### src/rtl/ooo_sched_pkg.sv
package ooo_sched_pkg;
  typedef enum logic {
    OP_ALU = 1'b0,
    OP_DIV = 1'b1
  } op_class_e;

  localparam int unsigned NUM_UNITS = 2;
  localparam int unsigned UNIT_ALU  = 0;
  localparam int unsigned UNIT_DIV  = 1;
endpackage

### src/rtl/sched_age_matrix.sv
module sched_age_matrix #(
  parameter int unsigned DEPTH = 8,
  localparam int unsigned IDX_W = (DEPTH > 1) ? $clog2(DEPTH) : 1
) (
  input  logic                         clk,
  input  logic                         rst_n,
  input  logic                         alloc_en,
  input  logic [IDX_W-1:0]             alloc_idx,
  output logic [DEPTH-1:0][DEPTH-1:0]  older
);
  // older[a][b] set: slot a was allocated before slot b
  always_ff @(posedge clk) begin
    if (!rst_n) begin
      older <= '0;
    end else if (alloc_en) begin
      for (int a = 0; a < DEPTH; a++) begin
        for (int b = 0; b < DEPTH; b++) begin
          if (a == int'(alloc_idx)) older[a][b] <= 1'b0;
          else if (b == int'(alloc_idx)) older[a][b] <= 1'b1;
        end
      end
    end
  end
endmodule

### src/rtl/sched_oldest_pick.sv
module sched_oldest_pick #(
  parameter int unsigned DEPTH = 8
) (
  input  logic [DEPTH-1:0]             req,
  input  logic [DEPTH-1:0][DEPTH-1:0]  older,
  output logic [DEPTH-1:0]             gnt
);
  always_comb begin
    for (int i = 0; i < DEPTH; i++) begin
      logic beaten;
      beaten = 1'b0;
      for (int j = 0; j < DEPTH; j++) begin
        if (j != i && req[j] && older[j][i]) beaten = 1'b1;
      end
      gnt[i] = req[i] & ~beaten;
    end
  end
endmodule

### src/rtl/sched_div_timer.sv
module sched_div_timer #(
  parameter int unsigned LAT = 20,
  localparam int unsigned CNT_W = (LAT > 2) ? $clog2(LAT) : 1
) (
  input  logic clk,
  input  logic rst_n,
  input  logic start,
  output logic busy
);
  logic [CNT_W-1:0] remain;

  always_ff @(posedge clk) begin
    if (!rst_n)              remain <= '0;
    else if (start)          remain <= CNT_W'(LAT - 1);
    else if (remain != '0)   remain <= remain - 1'b1;
  end

  assign busy = (remain != '0);

  a_r6_no_start_while_busy: assert property (@(posedge clk) disable iff (!rst_n)
    start |-> !busy);
  a_r6_busy_after_start: assert property (@(posedge clk) disable iff (!rst_n)
    start |=> (busy || (LAT <= 1)));
endmodule

### src/rtl/ooo_issue_sched.sv
module ooo_issue_sched
  import ooo_sched_pkg::*;
#(
  parameter int unsigned DEPTH   = 8,
  parameter int unsigned TAG_W   = 4,
  parameter int unsigned DIV_LAT = 20,
  localparam int unsigned IDX_W  = (DEPTH > 1) ? $clog2(DEPTH) : 1
) (
  input  logic             clk,
  input  logic             rst_n,
  input  logic             flush,
  input  logic             disp_valid,
  output logic             disp_ready,
  input  logic             disp_op,
  input  logic [TAG_W-1:0] disp_src1_tag,
  input  logic             disp_src1_rdy,
  input  logic [TAG_W-1:0] disp_src2_tag,
  input  logic             disp_src2_rdy,
  input  logic [TAG_W-1:0] disp_dst_tag,
  input  logic             bcast_valid,
  input  logic [TAG_W-1:0] bcast_tag,
  output logic             alu_issue_valid,
  output logic [TAG_W-1:0] alu_issue_dst,
  output logic             div_issue_valid,
  output logic [TAG_W-1:0] div_issue_dst,
  output logic             div_busy
);
  logic [DEPTH-1:0] slot_vld, slot_div, slot_r1, slot_r2;
  logic [TAG_W-1:0] slot_t1 [DEPTH];
  logic [TAG_W-1:0] slot_t2 [DEPTH];
  logic [TAG_W-1:0] slot_dst[DEPTH];

  logic                        accept;
  logic [IDX_W-1:0]            free_idx;
  logic [DEPTH-1:0][DEPTH-1:0] older;
  logic [DEPTH-1:0]            req_u [NUM_UNITS];
  logic [DEPTH-1:0]            gnt_u [NUM_UNITS];
  logic [DEPTH-1:0]            both_rdy, issued;
  logic                        in_r1, in_r2;

  assign disp_ready = ~(&slot_vld) & ~flush;
  assign accept     = disp_valid & disp_ready;

  // lowest free slot
  always_comb begin
    free_idx = '0;
    for (int i = DEPTH - 1; i >= 0; i--) begin
      if (!slot_vld[i]) free_idx = IDX_W'(i);
    end
  end

  assign in_r1 = disp_src1_rdy | (bcast_valid && disp_src1_tag == bcast_tag);
  assign in_r2 = disp_src2_rdy | (bcast_valid && disp_src2_tag == bcast_tag);

  sched_age_matrix #(.DEPTH(DEPTH)) u_age (
    .clk(clk), .rst_n(rst_n), .alloc_en(accept), .alloc_idx(free_idx), .older(older)
  );

  assign both_rdy        = slot_vld & slot_r1 & slot_r2;
  assign req_u[UNIT_ALU] = both_rdy & ~slot_div;
  assign req_u[UNIT_DIV] = both_rdy & slot_div & {DEPTH{~div_busy}};

  for (genvar u = 0; u < NUM_UNITS; u++) begin : g_unit
    sched_oldest_pick #(.DEPTH(DEPTH)) u_pick (
      .req(req_u[u]), .older(older), .gnt(gnt_u[u])
    );
  end

  assign issued = gnt_u[UNIT_ALU] | gnt_u[UNIT_DIV];

  always_comb begin
    alu_issue_dst = '0;
    div_issue_dst = '0;
    for (int i = 0; i < DEPTH; i++) begin
      if (gnt_u[UNIT_ALU][i]) alu_issue_dst = alu_issue_dst | slot_dst[i];
      if (gnt_u[UNIT_DIV][i]) div_issue_dst = div_issue_dst | slot_dst[i];
    end
  end
  assign alu_issue_valid = |gnt_u[UNIT_ALU];
  assign div_issue_valid = |gnt_u[UNIT_DIV];

  sched_div_timer #(.LAT(DIV_LAT)) u_div_timer (
    .clk(clk), .rst_n(rst_n), .start(div_issue_valid), .busy(div_busy)
  );

  always_ff @(posedge clk) begin
    if (!rst_n) begin
      slot_vld <= '0;
      slot_div <= '0;
      slot_r1  <= '0;
      slot_r2  <= '0;
      for (int i = 0; i < DEPTH; i++) begin
        slot_t1[i]  <= '0;
        slot_t2[i]  <= '0;
        slot_dst[i] <= '0;
      end
    end else begin
      for (int i = 0; i < DEPTH; i++) begin
        if (flush) begin
          slot_vld[i] <= 1'b0;
        end else if (accept && free_idx == IDX_W'(i)) begin
          slot_vld[i] <= 1'b1;
          slot_div[i] <= (disp_op == OP_DIV);
          slot_r1[i]  <= in_r1;
          slot_r2[i]  <= in_r2;
          slot_t1[i]  <= disp_src1_tag;
          slot_t2[i]  <= disp_src2_tag;
          slot_dst[i] <= disp_dst_tag;
        end else begin
          if (issued[i]) slot_vld[i] <= 1'b0;
          if (bcast_valid && slot_t1[i] == bcast_tag) slot_r1[i] <= 1'b1;
          if (bcast_valid && slot_t2[i] == bcast_tag) slot_r2[i] <= 1'b1;
        end
      end
    end
  end

  a_r5_single_alu_grant: assert property (@(posedge clk) disable iff (!rst_n)
    $onehot0(gnt_u[UNIT_ALU]));
  a_r5_single_div_grant: assert property (@(posedge clk) disable iff (!rst_n)
    $onehot0(gnt_u[UNIT_DIV]));
  a_r1_fill_stalls: assert property (@(posedge clk) disable iff (!rst_n)
    (accept && $countones(slot_vld) == DEPTH - 1 && issued == '0) |=> !disp_ready);
  a_r8_flush_empties: assert property (@(posedge clk) disable iff (!rst_n)
    flush |=> (slot_vld == '0 && !alu_issue_valid && !div_issue_valid));
  a_r10_fast_issue: assert property (@(posedge clk) disable iff (!rst_n)
    (accept && slot_vld == '0 && disp_op == OP_ALU && disp_src1_rdy && disp_src2_rdy)
      |=> alu_issue_valid);
endmodule

### config.mk
export PLATFORM = sky130hd
export DESIGN_NAME = ooo_issue_sched
export DESIGN_NICKNAME = d
export VERILOG_FILES = /design/src/rtl/ooo_sched_pkg.sv /design/src/rtl/sched_age_matrix.sv /design/src/rtl/sched_oldest_pick.sv /design/src/rtl/sched_div_timer.sv /design/src/rtl/ooo_issue_sched.sv
export SDC_FILE = /design/constraint.sdc
export NUM_CORES = 1
export LEC_CHECK = 0
export BUFFER_PORTS_ARGS = -buffer_cell sky130_fd_sc_hd__buf_2
export CORE_UTILIZATION = 50
export DETAILED_ROUTE_END_ITERATION = 7
export PLACE_DENSITY_LB_ADDON = 0.3
export SLEW_MARGIN = 10
export SYNTH_ARGS = -nofsm -noshare
export SYNTH_HDL_FRONTEND = slang
export SYNTH_SLANG_ARGS = --single-unit
export TNS_END_PERCENT = 50
### constraint.sdc
create_clock -name clk -period 5 [get_ports clk]
set_input_delay 1 -clock clk [delete_from_list [all_inputs] [get_ports clk]]
set_output_delay 1 -clock clk [all_outputs]
set_load 0.02 [all_outputs]
# --- After elaboration in Yosys (flattened, before gate mapping) ---
# Memories as Yosys holds them, arrays and structs flattened.
# Cells that the tools add are included.
word_totals:
  input_bits: 24
  elab_cells: 769
  register_bits: 93
  ramBits: 96
  n_memories: 3
  output_inout_bits: 12
memory_table:
  columns: ["name", "depth", "word_bits", "rd", "rd_clocked_by_memory_dff", "write_ports", "line", "text"]
  rows:
  - ["slot_dst", 8, 4, 8, 0, 8, "ooo_issue_sched.sv:31", "logic [TAG_W-1:0] slot_dst[DEPTH];"]
  - ["slot_t1", 8, 4, 8, 0, 8, "ooo_issue_sched.sv:29", "logic [TAG_W-1:0] slot_t1 [DEPTH];"]
  - ["slot_t2", 8, 4, 8, 0, 8, "ooo_issue_sched.sv:30", "logic [TAG_W-1:0] slot_t2 [DEPTH];"]
op_classes:
  addsub: 1
  n_bitwise: 85
  eq_ne: 32
  mux: 307
  reduce_logical: 251
op_table:
  columns: ["cell", "count"]
  rows:
  - ["1-bit 2-to-1 mux", 257]
  - ["4-bit 2-to-1 mux", 40]
  - ["1-bit logical AND", 138]
  - ["2-bit nonzero test", 53]
  - ["2-bit AND reduction", 52]
  - ["4-bit == test", 18]
  - ["4-bit OR", 14]
  - ["8-bit bitwise AND", 5]
  - ["1-bit OR", 26]
  - ["3-bit 2-to-1 mux", 8]
  - ["1-bit NOT", 20]
  - ["1-bit bitwise AND", 18]
  - ["8-bit OR reduction", 2]
  - ["3-bit == test (first input constant)", 4]
  - ["3-bit == test (second input constant)", 4]
  - ["5-bit 2-to-1 mux", 2]
  - ["9-bit OR reduction", 1]
  - ["8-bit NOT", 1]
  - ["8-bit OR", 1]
  - ["8-bit AND reduction", 1]
  - ["2-bit by 3-bit == test with 1-bit output (first input constant)", 2]
  - ["3-bit by 2-bit == test with 1-bit output (second input constant)", 2]
  - ["3-bit zero test", 2]
  - ["5-bit nonzero test", 1]
  - ["4 further kinds", 4]

# --- Depth between registers and ports, before layout ---
depth:
  word_depth: 29
  depth_mapped: 9
  ltp_nobuf: 8

# --- Hierarchy ---
# Synthesis repeated with hierarchy kept, for this count alone.
unflattened:
  hier_cells: 925
  hier_area_um2: 9241.4
by_module_without_submodules:
  columns: ["mod", "area_per_inst_um2", "cells_each", "instances", "seq_area_each_um2"]
  rows:
  - ["ooo_issue_sched", 6004.5, 554, 1, 3523.4]
  - ["sched_age_matrix", 2233.4, 254, 1, 1121.1]
  - ["sched_oldest_pick", 389.1, 47, 2, 0.0]
  - ["sched_div_timer", 225.2, 23, 1, 100.1]

# --- Worst setup path before layout ---
# Ideal clock, no wire load.
synth_timing:
  path_type: "register to output"
  startpoint: "register u_div_timer.remain[0]"
  endpoint: "output div_issue_dst[0]"
  t_arrival_ns: 1.975
  slack_ns: 2.025
  path_buffers: 1
  required_time_ns: 4.000
  path_stages_with_launch: 9
  cell_sequence: "dfxtp_1 -> inv_1 -> ha_1 -> or4b_4 -> buf_6 -> a2111oi_2 -> and4_1 -> a22oi_1 -> nand4_1"
synth_between:
  elab_chain_cells: 28
  word_cells_on_any_way: 146
  cone_classes: "64 x mux; 25 x bitwise; 57 x reduce/logical"
synth_lines:
  columns: ["element", "line", "text"]
  rows:
  - ["start: declaration", "sched_div_timer.sv:10", "logic [CNT_W-1:0] remain;"]
  - ["start signal: assignment", "sched_div_timer.sv:14", "else if (start) remain <= CNT_W'(LAT - 1);"]
  - ["start signal: assignment", "sched_div_timer.sv:15", "else if (remain != '0) remain <= remain - 1'b1;"]
  - ["5-bit nonzero test (*)", "sched_div_timer.sv:18", "assign busy = (remain != '0);"]
  - ["named net div_busy", "ooo_issue_sched.sv:26", "output logic div_busy"]
  - ["1-bit NOT (*)", "ooo_issue_sched.sv:61", "assign req_u[UNIT_DIV] = both_rdy & slot_div & {DEPTH{~div_busy}};"]
  - ["8-bit bitwise AND (*)", "ooo_issue_sched.sv:61", null]
  - ["1-bit logical AND", "sched_oldest_pick.sv:13", "if (j != i && req[j] && older[j][i]) beaten = 1'b1;"]
  - ["1-bit 2-to-1 mux (7 in a row)", "sched_oldest_pick.sv:13", null]
  - ["1-bit NOT", "sched_oldest_pick.sv:15", "gnt[i] = req[i] & ~beaten;"]
  - ["1-bit bitwise AND", "sched_oldest_pick.sv:15", null]
  - ["[... 7 more ...]", null, null]
  - ["4-bit OR", "ooo_issue_sched.sv:76", "if (gnt_u[UNIT_DIV][i]) div_issue_dst = div_issue_dst | slot_dst[i];"]
  - ["4-bit 2-to-1 mux", "ooo_issue_sched.sv:76", null]
  - ["4-bit OR", "ooo_issue_sched.sv:76", null]
  - ["4-bit 2-to-1 mux", "ooo_issue_sched.sv:76", null]
  - ["4-bit OR", "ooo_issue_sched.sv:76", null]
  - ["4-bit 2-to-1 mux", "ooo_issue_sched.sv:76", null]
  - ["4-bit OR", "ooo_issue_sched.sv:76", null]
  - ["4-bit 2-to-1 mux (*)", "ooo_issue_sched.sv:76", null]
  - ["end: declaration", "ooo_issue_sched.sv:25", "output logic [TAG_W-1:0] div_issue_dst,"]
# Mark *: on every way through the listed nets, which the timed path passes. The rest lies on a longest branch.

# --- Worst setup path in the final report ---
layout_timing:
  startpoint: "register u_div_timer.remain[0]"
  endpoint: "output div_issue_dst[1]"
layout_between:
  elab_chain_cells: 28
  word_cells_on_any_way: 146
  cone_classes: "64 x mux; 25 x bitwise; 57 x reduce/logical"
layout_lines:
  columns: ["element", "line"]
  rows:
  - ["5-bit nonzero test (*)", "sched_div_timer.sv:18"]
  - ["1-bit NOT (*)", "ooo_issue_sched.sv:61"]
  - ["8-bit bitwise AND (*)", "ooo_issue_sched.sv:61"]
  - ["1-bit logical AND", "sched_oldest_pick.sv:13"]
  - ["1-bit 2-to-1 mux (7 in a row)", "sched_oldest_pick.sv:13"]
  - ["1-bit NOT", "sched_oldest_pick.sv:15"]
  - ["1-bit bitwise AND", "sched_oldest_pick.sv:15"]
  - ["4-bit 2-to-1 mux", "ooo_issue_sched.sv:76"]
  - ["[... 6 more ...]", null]
  - ["4-bit OR", "ooo_issue_sched.sv:76"]
  - ["4-bit 2-to-1 mux", "ooo_issue_sched.sv:76"]
  - ["4-bit OR", "ooo_issue_sched.sv:76"]
  - ["4-bit 2-to-1 mux", "ooo_issue_sched.sv:76"]
  - ["4-bit OR", "ooo_issue_sched.sv:76"]
  - ["4-bit 2-to-1 mux", "ooo_issue_sched.sv:76"]
  - ["4-bit OR", "ooo_issue_sched.sv:76"]
  - ["4-bit 2-to-1 mux (*)", "ooo_issue_sched.sv:76"]
# Mark *: on every way between the ends. The rest lies on a longest branch, timed or not.

==> impl_metrics.env <==
export IMPL_setup_viol=0
export IMPL_power_leakage_nw=3.58
export IMPL_rsz0062_at_grt="no"
export IMPL_drtAntennaViolNets=0
export IMPL_ys_async_sr_fraction_pct=0
export IMPL_synth_area_mm2=0.00896
export IMPL_synth_area_leaders="edfxtp_1 32%, dfxtp_1 21%, xor2_1 5.3%"
export IMPL_synthCells=915
export IMPL_ys_types=62
export IMPL_yosysMostFrequentCell="nor2_1"
export IMPL_die_area_mm2=0.0185
export IMPL_hold_viol=0
export IMPL_hold_buffers=0
export IMPL_drcViolationCount=0
export IMPL_place_hpwl_mm=17.2
export IMPL_io_buffers=35
export IMPL_synth_top_area_cell="edfxtp_1"
export IMPL_design_area_mm2=0.00979
export IMPL_cts_htree_levels=4
export IMPL_ir_worst_vdd_mv=0.286
export IMPL_fin_nets=941
export IMPL_slew_violations=0
export IMPL_cts_sinks=189
export IMPL_dpl_cell_count=1121
export IMPL_grt_overflow=0
export IMPL_path_clk_slew_ps=70
export IMPL_crit_arrival_ps=3030
export IMPL_p_per_area_mw_per_mm2=354
export IMPL_root_buffer="clkbuf_16"
export IMPL_grt_pass1_vias=6965
export IMPL_finalPower_mw=3.46
export IMPL_grtUsageTotal_pct=29.2
export IMPL_status="completed"
export IMPL_synth_flop_cell="edfxtp_1"
export IMPL_regArea_mm2=0.00474
export IMPL_postPlaceCellArea_mm2=0.00919
export IMPL_first_iter_violations=1045
export IMPL_layout_min_cycle_time_ps=4030
export IMPL_slew_headroom_pct=33.9
export IMPL_fillers=1545
export IMPL_cap_violations=0
export IMPL_post_cts_setup_buffers=0
export IMPL_num_io_pins=36
export IMPL_antenna_found_initial=0
export IMPL_worstPathRequired_ps=4000
export IMPL_synth_seq_area_share_pct=52.9
export IMPL_crit_type="reg -> out"
export IMPL_stdcell_count=1153
export IMPL_dieHeight_um=136
export IMPL_die_w_um=136
export IMPL_cts_buffer_depth=2
export IMPL_start_util_pct=51.5
export IMPL_max_freq_ghz=0.248
export IMPL_area_growth_pct=9.18
export IMPL_hp_class="reg -> reg"
export IMPL_syn_nets=941
export IMPL_cts_tree="built"
export IMPL_rows=48
export IMPL_avgSynthCellArea_um2=9.80
export IMPL_coreArea_mm2=0.0174
export IMPL_grt_pass1_wl_mm=39.8
export IMPL_fin_crit_sh_pct=80.6
export IMPL_synth_top_area_share_pct=32.2
export IMPL_clock_skew_ps=9.35
export IMPL_num_vias=7388
export IMPL_multiInputGateArea_mm2=0.00381
export IMPL_n_antenna_cell=0
export IMPL_crit_path_start_kind="flip-flop"
export IMPL_drt_total_wl_mm=25.9
export IMPL_pre_cts_ws_ps=1550
export IMPL_yosys_warnings=0
export IMPL_fin_ws_ps=968
export IMPL_drt_pass1_iterations=6
export IMPL_cts_buffers=17
export IMPL_grt_max_degree=56
export IMPL_worst_path_max_fanout=14
export IMPL_place_gp_congestion=0.956
export IMPL_worst_pin_slew_ps=988
export IMPL_vias_per_cell=6.41
export IMPL_synthTopCellsByCount="124 x nor2_1, 102 x nand2_1, 96 x edfxtp_1"
export IMPL_fin_setup_tns_ps=0
export IMPL_end_kind="output pin"
export IMPL_wl_per_cell_um=22.5
export IMPL_cts_resized_gates=0
export IMPL_drive_above_1_share_pct=11.0
export IMPL_synth_edf_count=96
export IMPL_clock_latency_ps=440
export IMPL_ys_ff_latch=189
-- cells in the final DEF, fill, tap and decap left out, types with 3 or more instances in the layout --
cell type    n
a211oi_1     6
a21oi_1     73
a221oi_1     6
a222oi_1     9
a22oi_1     43
a31oi_1      4
and2_1       5
and4_1      10
and4b_1     10
buf_2       35
buf_4        7
clkbuf_16   17
dfxtp_1     93
edfxtp_1    96
inv_1       32
inv_6        3
mux2i_1      7
nand2_1    102
nand2_2      3
nand2b_1     6
nand3_1     32
nand4_1      8
nand4b_1     6
nor2_1     124
nor3_1      26
o21ai_0     16
o221a_2     15
o32ai_1      4
or3_1        3
xnor2_1     21
xor2_1      54
-- registers in the layout (all words and copies together) (netlist names) --
signal	flops
u_div_timer.remain	5
slot_div	8
slot_r1	8
slot_vld	8
slot_t2	32
u_age.older	56
slot_t1	32
slot_r2	8
slot_dst	32
-- logic make-up after synthesis --
group                      Yosys count  share of synthesized area, %
adders and majority gates            2                         0.279
buffers and inverters               94                          4.54
and+or+nand+nor                    352                          18.9
xor gates and xnor gates            75                          7.33
muxes                                7                         0.782
DFF                                189                          52.9
AOI/OAI and AO/OA                  196                          15.3
-- path summary, 6_finish.rpt --
| kind | startpoint | endpoint | slack (ps) | cells past startpoint |
|---|---|---|---|---|
| max | u_div_timer.remain[0] | div_issue_dst[1] | 970 | 8 |
| min | u_age.older[49] | u_age.older[49] | 470 | 2 |
| max reg2reg | slot_vld[0] | slot_dst[1][13] | 1670 | 5 |
| min reg2reg | u_age.older[49] | u_age.older[49] | 470 | 2 |
-- worst max-delay path, cell delays in order (launching register included) --
cell       delay (ps)
dfxtp_1           330
inv_1              90
ha_1              170
or4b_4            600
nand4b_1          230
nor2_1            630
a22oi_1           200
o2111ai_1         140
buf_2             210
-- through the flow --
step	hold slack (ps)	util [%]
floorplan	438	-
global placement	455	52.8
detailed placement	457	52.8
CTS	466	56.2
global route	503	56.2
finish	468	56.2
-- routing by layer --
layer / up-vias / share of wire (%) / track usage [%]
li1: 3298 / - / -
met1: 3545 / 41 / 39.0
met2: 448 / 44 / 44.2
met3: 97 / 11 / 8.17
met4: 0 / 3.7 / 13.0
met5: - / 0 / 0
-- final cells by class --
type                    count  area share [%]
clock buffers              20            4.56
well taps                 225            2.88
multi-input cells         632            39.0
clock inverters            12            1.53
flip-flops and latches    189            48.5
repair buffers             42            2.33
inverters                  33            1.27
-- power breakdown --
part	internal [mW]	leakage [nW]	total, mW	switching, mW
sequential	1.69	1.74	1.74	0.0454
combinational	0.124	1.55	0.343	0.219
clock	0.766	0.293	1.38	0.617
total	2.58	3.58	3.46	0.881
Note: power is estimated with default switching activity, not from simulation.
